## config.mk

```make
export PLATFORM = sky130hd
export DESIGN_NAME = miss_issue_queue
export DESIGN_NICKNAME = d
export VERILOG_FILES = /design/src/rtl/mq_pkg.sv /design/src/rtl/ord_queue.sv /design/src/rtl/issue_arb.sv /design/src/rtl/miss_issue_queue.sv
export SDC_FILE = /design/constraint.sdc
export NUM_CORES = 1
export LEC_CHECK = 0
export BUFFER_PORTS_ARGS = -buffer_cell sky130_fd_sc_hd__buf_4
export CAP_MARGIN = 10
export CORE_MARGIN = 5
export CORE_UTILIZATION = 50
export DETAILED_ROUTE_END_ITERATION = 10
export HOLD_SLACK_MARGIN = 0.03
export PLACE_DENSITY = 0.77
export SLEW_MARGIN = 10
export SYNTH_ARGS = -nofsm -noshare
export SYNTH_HDL_FRONTEND = slang
export SYNTH_HIERARCHICAL = 1
export SYNTH_SLANG_ARGS = --single-unit
```

## constraint.sdc

```tcl
create_clock -name clk -period 6.6 [get_ports clk]
set_input_delay 0.66 -clock clk [delete_from_list [all_inputs] [get_ports clk]]
set_output_delay 0.66 -clock clk [all_outputs]
set_load 0.005 [all_outputs]
```

## src/rtl/mq_pkg.sv

```systemverilog
package mq_pkg;

  // request kinds seen on req_kind
  localparam logic [2:0] KIND_CRD = 3'd0;
  localparam logic [2:0] KIND_CWR = 3'd1;
  localparam logic [2:0] KIND_URD = 3'd2;
  localparam logic [2:0] KIND_UWR = 3'd3;
  localparam logic [2:0] KIND_WB  = 3'd4;

  // downstream operation codes
  localparam logic [1:0] OP_RD  = 2'd0;
  localparam logic [1:0] OP_RDX = 2'd1;
  localparam logic [1:0] OP_WR  = 2'd2;

  // serial-number test: a is strictly older than b in a w-bit space
  function automatic logic ord_older(input logic [31:0] a, input logic [31:0] b,
                                     input int w);
    logic [31:0] d;
    d = a - b;
    return d[w-1];
  endfunction

endpackage

```

## src/rtl/ord_queue.sv

```systemverilog
module ord_queue
  import mq_pkg::*;
#(
  parameter int DEPTH    = 4,
  parameter int LINE_W   = 26,
  parameter int SIZE_W   = 7,
  parameter int ORD_W    = 6,
  parameter int THRESH   = 4,
  parameter bit MERGE    = 1'b1,
  parameter bit IS_WRITE = 1'b0,
  localparam int CNT_W   = $clog2(THRESH + 1)
) (
  input  logic                    clk,
  input  logic                    rst_n,
  input  logic                    alloc_en,
  input  logic [LINE_W-1:0]       alloc_line,
  input  logic [SIZE_W-1:0]       alloc_size,
  input  logic                    alloc_excl,
  input  logic                    alloc_cached,
  input  logic [ORD_W-1:0]        alloc_ord,
  input  logic                    merge_en,
  input  logic                    merge_excl,
  input  logic [ORD_W-1:0]        merge_ord,
  output logic                    match,
  output logic                    match_full,
  output logic                    full,
  output logic                    head_valid,
  output logic [LINE_W-1:0]       head_line,
  output logic [SIZE_W-1:0]       head_size,
  output logic [1:0]              head_op,
  output logic [ORD_W-1:0]        head_ord,
  output logic [CNT_W-1:0]        head_cnt,
  output logic [THRESH*ORD_W-1:0] head_tgts,
  input  logic                    issue_en,
  input  logic                    pop_en,
  input  logic [LINE_W-1:0]       q_line,
  input  logic [ORD_W-1:0]        q_ord,
  output logic                    q_hit
);

  localparam int PTR_W = (DEPTH > 1) ? $clog2(DEPTH) : 1;
  localparam int OCC_W = $clog2(DEPTH + 1);
  localparam int TI_W  = (THRESH > 1) ? $clog2(THRESH) : 1;

  logic [DEPTH-1:0]  vld_q, vld_n, busy_q, busy_n, excl_q, excl_n, cach_q, cach_n;
  logic [LINE_W-1:0] line_q [DEPTH];
  logic [LINE_W-1:0] line_n [DEPTH];
  logic [SIZE_W-1:0] size_q [DEPTH];
  logic [SIZE_W-1:0] size_n [DEPTH];
  logic [CNT_W-1:0]  cnt_q  [DEPTH];
  logic [CNT_W-1:0]  cnt_n  [DEPTH];
  logic [ORD_W-1:0]  tgt_q  [DEPTH][THRESH];
  logic [ORD_W-1:0]  tgt_n  [DEPTH][THRESH];
  logic [PTR_W-1:0]  hd_q, hd_n, tl_q, tl_n;
  logic [OCC_W-1:0]  occ_q, occ_n;

  logic              m_hit;
  logic [PTR_W-1:0]  m_idx;

  function automatic logic [PTR_W-1:0] ptr_inc(input logic [PTR_W-1:0] p);
    return (p == PTR_W'(DEPTH - 1)) ? '0 : p + 1'b1;
  endfunction

  // lookup of a joinable entry for the incoming line
  generate
    if (MERGE) begin : g_merge
      always_comb begin
        m_hit = 1'b0;
        m_idx = '0;
        for (int i = 0; i < DEPTH; i++) begin
          if (vld_q[i] && cach_q[i] && !busy_q[i] && (line_q[i] == alloc_line)) begin
            m_hit = 1'b1;
            m_idx = PTR_W'(i);
          end
        end
      end
    end else begin : g_nomerge
      assign m_hit = 1'b0;
      assign m_idx = '0;
    end
  endgenerate

  assign match      = m_hit;
  assign match_full = m_hit && (cnt_q[m_idx] == CNT_W'(THRESH));
  assign full       = (occ_q == OCC_W'(DEPTH));

  // head view
  assign head_valid = vld_q[hd_q];
  assign head_line  = line_q[hd_q];
  assign head_size  = size_q[hd_q];
  assign head_ord   = tgt_q[hd_q][0];
  assign head_cnt   = cnt_q[hd_q];
  assign head_op    = IS_WRITE ? OP_WR : (excl_q[hd_q] ? OP_RDX : OP_RD);

  always_comb begin
    for (int k = 0; k < THRESH; k++) begin
      head_tgts[k*ORD_W +: ORD_W] = tgt_q[hd_q][k];
    end
  end

  // older same-line entry search for the other queue's head
  always_comb begin
    q_hit = 1'b0;
    for (int i = 0; i < DEPTH; i++) begin
      if (vld_q[i] && (line_q[i] == q_line) &&
          ord_older(32'(tgt_q[i][0]), 32'(q_ord), ORD_W)) begin
        q_hit = 1'b1;
      end
    end
  end

  // next state
  always_comb begin
    vld_n  = vld_q;
    busy_n = busy_q;
    excl_n = excl_q;
    cach_n = cach_q;
    line_n = line_q;
    size_n = size_q;
    cnt_n  = cnt_q;
    tgt_n  = tgt_q;
    hd_n   = hd_q;
    tl_n   = tl_q;
    occ_n  = occ_q + OCC_W'(alloc_en) - OCC_W'(pop_en);

    if (issue_en) begin
      busy_n[hd_q] = 1'b1;
    end
    if (pop_en) begin
      vld_n[hd_q]  = 1'b0;
      busy_n[hd_q] = 1'b0;
      hd_n         = ptr_inc(hd_q);
    end
    if (merge_en && m_hit) begin
      tgt_n[m_idx][TI_W'(cnt_q[m_idx])] = merge_ord;
      cnt_n[m_idx]  = cnt_q[m_idx] + 1'b1;
      excl_n[m_idx] = excl_q[m_idx] | merge_excl;
    end
    if (alloc_en) begin
      vld_n[tl_q]    = 1'b1;
      busy_n[tl_q]   = 1'b0;
      excl_n[tl_q]   = alloc_excl;
      cach_n[tl_q]   = alloc_cached;
      line_n[tl_q]   = alloc_line;
      size_n[tl_q]   = alloc_size;
      cnt_n[tl_q]    = CNT_W'(1);
      tgt_n[tl_q][0] = alloc_ord;
      tl_n           = ptr_inc(tl_q);
    end
  end

  // state registers
  always_ff @(posedge clk or negedge rst_n) begin
    if (!rst_n) begin
      vld_q  <= '0;
      busy_q <= '0;
      excl_q <= '0;
      cach_q <= '0;
      hd_q   <= '0;
      tl_q   <= '0;
      occ_q  <= '0;
      for (int i = 0; i < DEPTH; i++) begin
        line_q[i] <= '0;
        size_q[i] <= '0;
        cnt_q[i]  <= '0;
        for (int k = 0; k < THRESH; k++) begin
          tgt_q[i][k] <= '0;
        end
      end
    end else begin
      vld_q  <= vld_n;
      busy_q <= busy_n;
      excl_q <= excl_n;
      cach_q <= cach_n;
      hd_q   <= hd_n;
      tl_q   <= tl_n;
      occ_q  <= occ_n;
      line_q <= line_n;
      size_q <= size_n;
      cnt_q  <= cnt_n;
      tgt_q  <= tgt_n;
    end
  end

  // checks
  AST_NO_OVERFLOW: assert property (@(posedge clk) disable iff (!rst_n)
    alloc_en |-> !full);

  AST_ORD_RISING: assert property (@(posedge clk) disable iff (!rst_n)
    (alloc_en && (occ_q != '0)) |-> ord_older(32'(head_ord), 32'(alloc_ord), ORD_W));

  AST_MERGE_CAP: assert property (@(posedge clk) disable iff (!rst_n)
    merge_en |-> (m_hit && (cnt_q[m_idx] < CNT_W'(THRESH))));

  AST_POP_ISSUED: assert property (@(posedge clk) disable iff (!rst_n)
    pop_en |-> (vld_q[hd_q] && busy_q[hd_q]));

  generate
    if (THRESH > 1) begin : g_cpl_chk
      AST_CPL_ORDER: assert property (@(posedge clk) disable iff (!rst_n)
        (pop_en && (cnt_q[hd_q] >= CNT_W'(2))) |->
          ord_older(32'(tgt_q[hd_q][0]), 32'(tgt_q[hd_q][1]), ORD_W));
    end
  endgenerate

endmodule

```

## src/rtl/issue_arb.sv

```systemverilog
module issue_arb (
  input  logic clk,
  input  logic rst_n,
  input  logic mq_cand,
  input  logic mq_blk,
  input  logic wq_cand,
  input  logic wq_blk,
  input  logic wq_full,
  input  logic dn_ready,
  input  logic rsp_valid,
  output logic dn_valid,
  output logic pick_wq,
  output logic mq_issue,
  output logic wq_issue,
  output logic mq_pop,
  output logic wq_pop,
  output logic cpl_valid,
  output logic cpl_wq
);

  logic infl_q, infl_n, infl_wq_q, infl_wq_n;
  logic mq_ok, wq_ok, fire, done;

  assign mq_ok    = mq_cand && !mq_blk;
  assign wq_ok    = wq_cand && !wq_blk;
  assign pick_wq  = wq_ok && (!mq_ok || wq_full);
  assign dn_valid = !infl_q && (mq_ok || wq_ok);
  assign fire     = dn_valid && dn_ready;
  assign mq_issue = fire && !pick_wq;
  assign wq_issue = fire && pick_wq;

  assign done      = rsp_valid && infl_q;
  assign cpl_valid = done;
  assign cpl_wq    = infl_wq_q;
  assign mq_pop    = done && !infl_wq_q;
  assign wq_pop    = done && infl_wq_q;

  always_comb begin
    infl_n    = infl_q;
    infl_wq_n = infl_wq_q;
    if (done) begin
      infl_n = 1'b0;
    end
    if (fire) begin
      infl_n    = 1'b1;
      infl_wq_n = pick_wq;
    end
  end

  always_ff @(posedge clk or negedge rst_n) begin
    if (!rst_n) begin
      infl_q    <= 1'b0;
      infl_wq_q <= 1'b0;
    end else begin
      infl_q    <= infl_n;
      infl_wq_q <= infl_wq_n;
    end
  end

  AST_PICK_VALID: assert property (@(posedge clk) disable iff (!rst_n)
    dn_valid |-> (pick_wq ? wq_cand : mq_cand));

  AST_SINGLE_FLIGHT: assert property (@(posedge clk) disable iff (!rst_n)
    fire |=> !dn_valid);

endmodule

```

## src/rtl/miss_issue_queue.sv

```systemverilog
module miss_issue_queue
  import mq_pkg::*;
#(
  parameter int LINE_W     = 26,
  parameter int LINE_BYTES = 64,
  parameter int MQ_DEPTH   = 4,
  parameter int WQ_DEPTH   = 4,
  parameter int THRESH     = 4,
  parameter int ORD_W      = 6,
  localparam int SIZE_W    = $clog2(LINE_BYTES) + 1,
  localparam int CNT_W     = $clog2(THRESH + 1)
) (
  input  logic                    clk,
  input  logic                    rst_n,
  input  logic                    req_valid,
  input  logic [2:0]              req_kind,
  input  logic [LINE_W-1:0]       req_line,
  input  logic [SIZE_W-1:0]       req_size,
  output logic                    req_ready,
  output logic [ORD_W-1:0]        req_ord,
  output logic                    mq_full,
  output logic                    wq_full,
  output logic                    line_thr,
  output logic                    dn_valid,
  input  logic                    dn_ready,
  output logic [1:0]              dn_op,
  output logic [LINE_W-1:0]       dn_line,
  output logic [SIZE_W-1:0]       dn_size,
  input  logic                    dn_rsp_valid,
  output logic                    cpl_valid,
  output logic [CNT_W-1:0]        cpl_cnt,
  output logic [THRESH*ORD_W-1:0] cpl_ords
);

  // request decode
  logic is_cached, to_mq, to_wq, accept, joins;
  logic [SIZE_W-1:0] alloc_size;
  logic [ORD_W-1:0]  ord_q, ord_n;

  // queue views
  logic mq_match, mq_match_full, mq_hv, mq_hit;
  logic wq_match, wq_match_full, wq_hv, wq_hit;
  logic [LINE_W-1:0] mq_hline, wq_hline;
  logic [SIZE_W-1:0] mq_hsize, wq_hsize;
  logic [1:0]        mq_hop, wq_hop;
  logic [ORD_W-1:0]  mq_hord, wq_hord;
  logic [CNT_W-1:0]  mq_hcnt, wq_hcnt;
  logic [THRESH*ORD_W-1:0] mq_htgts, wq_htgts;

  // arbiter wires
  logic pick_wq, mq_issue, wq_issue, mq_pop, wq_pop, cpl_wq;

  assign is_cached = (req_kind == KIND_CRD) || (req_kind == KIND_CWR);
  assign to_mq     = is_cached || (req_kind == KIND_URD);
  assign to_wq     = (req_kind == KIND_UWR) || (req_kind == KIND_WB);
  assign joins     = is_cached && mq_match;

  always_comb begin
    if (joins) begin
      req_ready = !mq_match_full;
    end else if (to_mq) begin
      req_ready = !mq_full;
    end else if (to_wq) begin
      req_ready = !wq_full && !(wq_match && wq_match_full);
    end else begin
      req_ready = 1'b0;
    end
  end

  assign accept     = req_valid && req_ready;
  assign req_ord    = ord_q;
  assign line_thr   = mq_match_full;
  assign alloc_size = (is_cached || (req_kind == KIND_WB)) ? SIZE_W'(LINE_BYTES) : req_size;

  // order counter, wraps naturally
  always_comb begin
    ord_n = ord_q;
    if (accept) begin
      ord_n = ord_q + 1'b1;
    end
  end

  always_ff @(posedge clk or negedge rst_n) begin
    if (!rst_n) begin
      ord_q <= '0;
    end else begin
      ord_q <= ord_n;
    end
  end

  ord_queue #(
    .DEPTH   (MQ_DEPTH),
    .LINE_W  (LINE_W),
    .SIZE_W  (SIZE_W),
    .ORD_W   (ORD_W),
    .THRESH  (THRESH),
    .MERGE   (1'b1),
    .IS_WRITE(1'b0)
  ) u_mq (
    .clk         (clk),
    .rst_n       (rst_n),
    .alloc_en    (accept && to_mq && !joins),
    .alloc_line  (req_line),
    .alloc_size  (alloc_size),
    .alloc_excl  (req_kind == KIND_CWR),
    .alloc_cached(is_cached),
    .alloc_ord   (ord_q),
    .merge_en    (accept && joins),
    .merge_excl  (req_kind == KIND_CWR),
    .merge_ord   (ord_q),
    .match       (mq_match),
    .match_full  (mq_match_full),
    .full        (mq_full),
    .head_valid  (mq_hv),
    .head_line   (mq_hline),
    .head_size   (mq_hsize),
    .head_op     (mq_hop),
    .head_ord    (mq_hord),
    .head_cnt    (mq_hcnt),
    .head_tgts   (mq_htgts),
    .issue_en    (mq_issue),
    .pop_en      (mq_pop),
    .q_line      (wq_hline),
    .q_ord       (wq_hord),
    .q_hit       (mq_hit)
  );

  ord_queue #(
    .DEPTH   (WQ_DEPTH),
    .LINE_W  (LINE_W),
    .SIZE_W  (SIZE_W),
    .ORD_W   (ORD_W),
    .THRESH  (THRESH),
    .MERGE   (1'b0),
    .IS_WRITE(1'b1)
  ) u_wq (
    .clk         (clk),
    .rst_n       (rst_n),
    .alloc_en    (accept && to_wq),
    .alloc_line  (req_line),
    .alloc_size  (alloc_size),
    .alloc_excl  (1'b0),
    .alloc_cached(1'b0),
    .alloc_ord   (ord_q),
    .merge_en    (1'b0),
    .merge_excl  (1'b0),
    .merge_ord   (ord_q),
    .match       (wq_match),
    .match_full  (wq_match_full),
    .full        (wq_full),
    .head_valid  (wq_hv),
    .head_line   (wq_hline),
    .head_size   (wq_hsize),
    .head_op     (wq_hop),
    .head_ord    (wq_hord),
    .head_cnt    (wq_hcnt),
    .head_tgts   (wq_htgts),
    .issue_en    (wq_issue),
    .pop_en      (wq_pop),
    .q_line      (mq_hline),
    .q_ord       (mq_hord),
    .q_hit       (wq_hit)
  );

  issue_arb u_arb (
    .clk      (clk),
    .rst_n    (rst_n),
    .mq_cand  (mq_hv),
    .mq_blk   (wq_hit),
    .wq_cand  (wq_hv),
    .wq_blk   (mq_hit),
    .wq_full  (wq_full),
    .dn_ready (dn_ready),
    .rsp_valid(dn_rsp_valid),
    .dn_valid (dn_valid),
    .pick_wq  (pick_wq),
    .mq_issue (mq_issue),
    .wq_issue (wq_issue),
    .mq_pop   (mq_pop),
    .wq_pop   (wq_pop),
    .cpl_valid(cpl_valid),
    .cpl_wq   (cpl_wq)
  );

  // downstream and completion muxes
  assign dn_op    = pick_wq ? wq_hop   : mq_hop;
  assign dn_line  = pick_wq ? wq_hline : mq_hline;
  assign dn_size  = pick_wq ? wq_hsize : mq_hsize;
  assign cpl_cnt  = cpl_wq  ? wq_hcnt  : mq_hcnt;
  assign cpl_ords = cpl_wq  ? wq_htgts : mq_htgts;

  AST_WQ_NO_JOIN: assert property (@(posedge clk) disable iff (!rst_n)
    (cpl_valid && cpl_wq) |-> (cpl_cnt == CNT_W'(1)));

  AST_REFUSE_ILLEGAL: assert property (@(posedge clk) disable iff (!rst_n)
    (req_kind > KIND_WB) |-> !req_ready);

endmodule

```

### Word level (Yosys, flattened, before mapping)

Cells that the tools add are included.

* logic and storage cells: 352
* latch bits: 0
* memories: 0
* bits in read-only memories: 0
* bits of input ports: 41
* output and inout bits: 74
* register bits after elaboration: 522
* memory bits (writable): 0

* order comparisons: 20
* equal/unequal tests: 23
* reduce and logical (&&, ||, !) cells: 76
* $add $sub $neg: 18
* mux-type cells: 122
* shifts and indexed selects: 0
* multiply operators: 0
* bitwise gates (word level): 23
* div/mod/pow operators: 0

Operators by type and width (number)
* equality test 26 bit: 12
* bitwise mux 96 bit: 3
* bitwise mux 104 bit: 2
* two-way mux 24 bit: 8
* two-way mux 96 bit: 2
* two-way mux 26 bit: 7
* demux 24 bit (select 2 bit): 3
* binary-select mux 26 bit (select 2 bit): 2
* demux 26 bit (select 2 bit): 2
* binary-select mux 24 bit (select 2 bit): 2
* bitwise mux 28 bit: 2
* two-way mux 7 bit: 8
* logical AND 1 bit: 54
* subtractor 6 bit: 8
* two-way mux 4 bit: 9
* two-way mux 3 bit: 10
* binary-select mux 7 bit (select 2 bit): 2
* demux 7 bit (select 2 bit): 2
* two-way mux 1 bit: 28
* two-way mux 12 bit: 2
* bitwise OR 4 bit: 5
* binary-select mux 3 bit (select 2 bit): 3
* demux 3 bit (select 2 bit): 3
* >= comparator 3 bit, second input constant: 6
* 29 further kinds: 97

### Depth between registers and ports, before layout

* word-level depth: 23
* gate-level depth with buffers: 23

### Modules after synthesis

The synthesis kept the hierarchy.

Modules (own cells, without submodules)
* ord_queue (u_mq): instances 1, cells an instance 1247, area each 15453.6 um^2
* ord_queue (u_wq): instances 1, cells an instance 708, area each 9704.3 um^2
* miss_issue_queue: instances 1, cells an instance 115, area each 1164.9 um^2
* issue_arb: instances 1, cells an instance 18, area each 170.2 um^2

### Worst setup path before layout

Ideal clock, no wire load.

* path type: input-to-reg
* start: input port req_line[9]
* end: register u_mq/tgt_q[43] (netlist bit)
* arrival: 5.124 ns
* library setup time: 0.137 ns
* path slack: 1.339 ns
* stages on the path: 23
* data required time: 6.463 ns
* path through: buf_6 -> xnor2_2 -> nand4_1 -> or4_4 -> nor4_4 -> mux2_2 -> nor3_1 -> a211oi_1 -> inv_1 -> ha_1 -> buf_4 -> and3_1 -> mux2i_1 -> a21oi_1 -> o21ai_4 -> nand2_4 -> a2111oi_1 -> clkbuf_1 -> nand2_1 -> buf_1 -> clkbuf_1 -> nor2_1 -> a21oi_1

RTL lines
* from (decl): line miss_issue_queue.sv:17 `input logic [LINE_W-1:0] req_line,`
* to (signal assigned): line ord_queue.sv:181 `tgt_q <= tgt_n;`
* to (decl): line ord_queue.sv:52 `logic [ORD_W-1:0] tgt_q [DEPTH][THRESH];`

### Worst setup path after layout

* start: register u_mq.hd_q[0]
* end: output port dn_line[1]

* word-level cells in the longest chain between the ends: 17
* elaborated cells on any way between the ends: 35

Ends and longest elaborated chain
* from (decl): line ord_queue.sv:54 `logic [PTR_W-1:0] hd_q, hd_n, tl_q, tl_n;`
* from (signal assigned): line ord_queue.sv:175 `hd_q <= hd_n;`
* inverter 2 -> 3 bit (implied by the code) (*): line ord_queue.sv:89 `assign head_line = line_q[hd_q];`
* binary-select mux 26 bit (select 2 bit) (*): line ord_queue.sv:89
* two-way mux 26 bit (implied by the code) (*) (2 in series): line ord_queue.sv:89
* named net mq_hline[17]: line miss_issue_queue.sv:43 `logic [LINE_W-1:0] mq_hline, wq_hline;`
* equality test 26 bit: line ord_queue.sv:105 `if (vld_q[i] && (line_q[i] == q_line) &&`
* logical AND 1 bit (2 in series): line ord_queue.sv:105
* two-way mux 1 bit (3 in series): line ord_queue.sv:105
* two-way mux 1 bit (*): line ord_queue.sv:105
* named net wq_hit: line miss_issue_queue.sv:42 `logic wq_match, wq_match_full, wq_hv, wq_hit;`
* logical NOT 1 bit (*): line issue_arb.sv:24 `assign mq_ok = mq_cand && !mq_blk;`
* logical AND 1 bit (*): line issue_arb.sv:24
* logical NOT 1 bit (*): line issue_arb.sv:26 `assign pick_wq = wq_ok && (!mq_ok || wq_full);`
* logical OR 1 bit (*): line issue_arb.sv:26
* logical AND 1 bit (*): line issue_arb.sv:26
* named net pick_wq: line miss_issue_queue.sv:51 `logic pick_wq, mq_issue, wq_issue, mq_pop, wq_pop, cpl_wq;`
* two-way mux 26 bit (*): line miss_issue_queue.sv:187 `assign dn_line = pick_wq ? wq_hline : mq_hline;`
* to (decl): line miss_issue_queue.sv:27 `output logic [LINE_W-1:0] dn_line,`

The timed path passes the listed nets; every way through them passes the cells marked *. The select of a mux whose other input is x is not followed.

==> summary.md <==
| Metric | Value |
|---|---|
| Area grow syn2layout | 11.8% |
| DRT antenna net count | 0 |
| Setup CP Type | reg -> out |
| Core Box Area | 52600 um^2 |
| Starting Density | 0.504 |
| Total vias in the final route | between 15000 and 20000 |
| CP required | roughly 6 ns |
| Cts-stage hold buffer count | 0 |
| Fmax achieved | 163 MHz |
| Clock sinks | 450 |
| GPL Wtd Cong | ~1.0 |
| Worst EP arrival | 5.48 ns |
| Hold WC Path Type | in -> async |
| Port Buffers | between 100 and 150 |
| Chip height | ~240 um |
| Commonest non-fill, non-tap cell in the layout | dfrtp_1 |
| Syn. warnings | 6 |
| Finish-stage setup viols | 0 |
| Fin Setup TNS | 0 ns |
| Die Wd | between 200 and 250 um |
| Vias per cell | 6.16 |
| Share of layout cells above drive strength 1 | 0.379 |
| Detailed-placement wirelength estimate | between 50000 and 60000 um |
| Worst-path maximum fanout | 32 |
| Worst setup SP type | flop |
| Least-Margin Pin Slew | ~1.1 ns |
| Final period utilization | 0.930 |
| Max H-tree Level | 2 |
| Max Cap Viol | 0 |
| # nets final | between 2000 and 2500 |
| Die ar. | between 50000 and 60000 um^2 |
| Commonest non-fill, non-tap cells in the layout | dfrtp_1 (446), mux2_2 (411), xnor2_1 (189) |
| Num rows | 84 |
| Relative slew slack | 0.233 |
| Initial antenna violation count | 3 |
| Maximum VDD drop | around 470 uV |
| Number of buffers created by CTS | 50 |
| Clock Latency Late Sink | a little over 0.6 ns |
| Leakage | roughly 13 nW |
| Worst setup margin | around 0.46 ns |
| Syn Inst Count | around 2100 |
| Max Buffers Root-to-Sink | 3 |
| Post-CTS setup repair buffer count | 0 |
| Hold violation count in the final report | 0 |
| PD cells | roughly 580 nW/um^2 |
| Total GRT Usage | 0.284 |
| Tmin final | 6.14 ns |
| Largest net degree at the start of global routing | around 160 |
| RSZ-0062 raised after global routing | false |
| Avg WL per Cell | about 28 um |
| CTS root buffer | clkbuf_16 |
| Number of I/O pins | approximately 120 |
| Place WS | approximately 0.42 ns |
| Initial DRT Pass Iterations | 5 |
| CTS tree | built |
| Clk slew on worst S/H paths | 0.06 ns |
| Fin Hold WS | approximately 0.16 ns |
| DRC Markers | 0 |
| DR iter-0 viols | roughly 1600 |
| Area of the mapped netlist | around 26000 um^2 |
| Vias in the first global route | 18400 |
| Synth Area per Inst | approximately 13 um^2 |
| Critical Path End Type | primary output |
| Post-CTS Resized | 0 |
| Final wirelength | approximately 82000 um |
| First-pass GRT wire length | about 120000 um |
| Final-report max-slew violation count | 0 |
| Global route overflow | 0 |
| Status | finished clean |
| Setup Skew | 0.0396 ns |
-- metal layers --
layer  routed length [um]  share of wire  GRT usage  vias to the layer above
met5                    0              0          0                        -
met4                 2630          0.032     0.0829                        0
met3                 5990          0.073     0.0490                      131
met2                39700           0.49      0.470                      727
met1                33500           0.41      0.389                     9272
li1                     -              -          -                     7593
-- sequential cells by signal (all words and copies together), names as in the netlist, 3 cells and up --
register / cells
u_wq/line_q: 104
u_mq/size_q: 28
u_mq/line_q: 104
u_mq/occ_q: 3
u_mq/tgt_q: 96
u_mq/vld_q: 4
u_wq/tgt_q: 24
u_wq/occ_q: 3
u_mq/cach_q: 4
u_wq/vld_q: 4
u_wq/cnt_q: 12
u_mq/excl_q: 4
req_ord: 6
u_mq/cnt_q: 12
u_wq/size_q: 28
u_mq/busy_q: 4
-- report_power, final --
part | internal, W | leakage, nW | total (W) | switching (W)
clock | 0.00176 | 0.848 | 0.00297 | 0.00121
sequential | 0.00380 | 5.78 | 0.00521 | 0.00141
combinational | 0.00417 | 6.78 | 0.00901 | 0.00484
total | 0.00973 | 13.4 | 0.0172 | 0.00746
-- worst paths after layout --
kind	from	endpoint	slack (ns)	cells after the start
max in group asynchronous	rst_n	u_wq/hd_q[0]	4.90	2
min reg2reg	u_wq/cnt_q[3]	u_wq/cnt_q[3]	0.47	1
min in group clk	dn_rsp_valid	u_arb/infl_q	0.22	2
max	u_mq/hd_q[0]	dn_line[1]	0.46	13
min	rst_n	u_wq/line_q[37]	0.16	1
max reg2reg	u_mq/line_q[76]	u_mq/occ_q[2]	0.71	20
-- layout make-up --
type | instances | area, um^2
sequential | 450 | 11300
fill | 4298 | 22900
clock buffer | 68 | 1430
multi-input combinational | 1458 | 14300
antenna | 2 | 5.00
tap | 688 | 861
timing repair buffer | 158 | 1340
inverter | 31 | 116
clock inverter | 24 | 329
-- through the flow --
stage,total power (W),area (um^2),std cells,util
3_5_place_dp,0.0141,27900,2785,0.530
5_1_grt,0.0179,29600,2877,0.564
6_report,0.0172,29600,2879,0.564
3_3_place_gp,0.0139,27900,2785,0.530
2_1_floorplan,0.0106,26600,2106,-
4_1_cts,0.0171,29600,2877,0.564
-- worst max-delay path, stage by stage, from the launching register on --
cell	delay, ns
dfrtp_4	0.89
mux4_2	0.74
xnor2_1	0.45
nand4_1	0.32
nor4_1	0.63
buf_4	0.22
nand4bb_1	0.10
nand4_1	0.16
nand2b_1	0.14
o21ai_2	0.06
inv_2	0.06
buf_4	0.39
mux2_2	0.44
buf_4	0.15
Power figures use the tool's default switching activity.
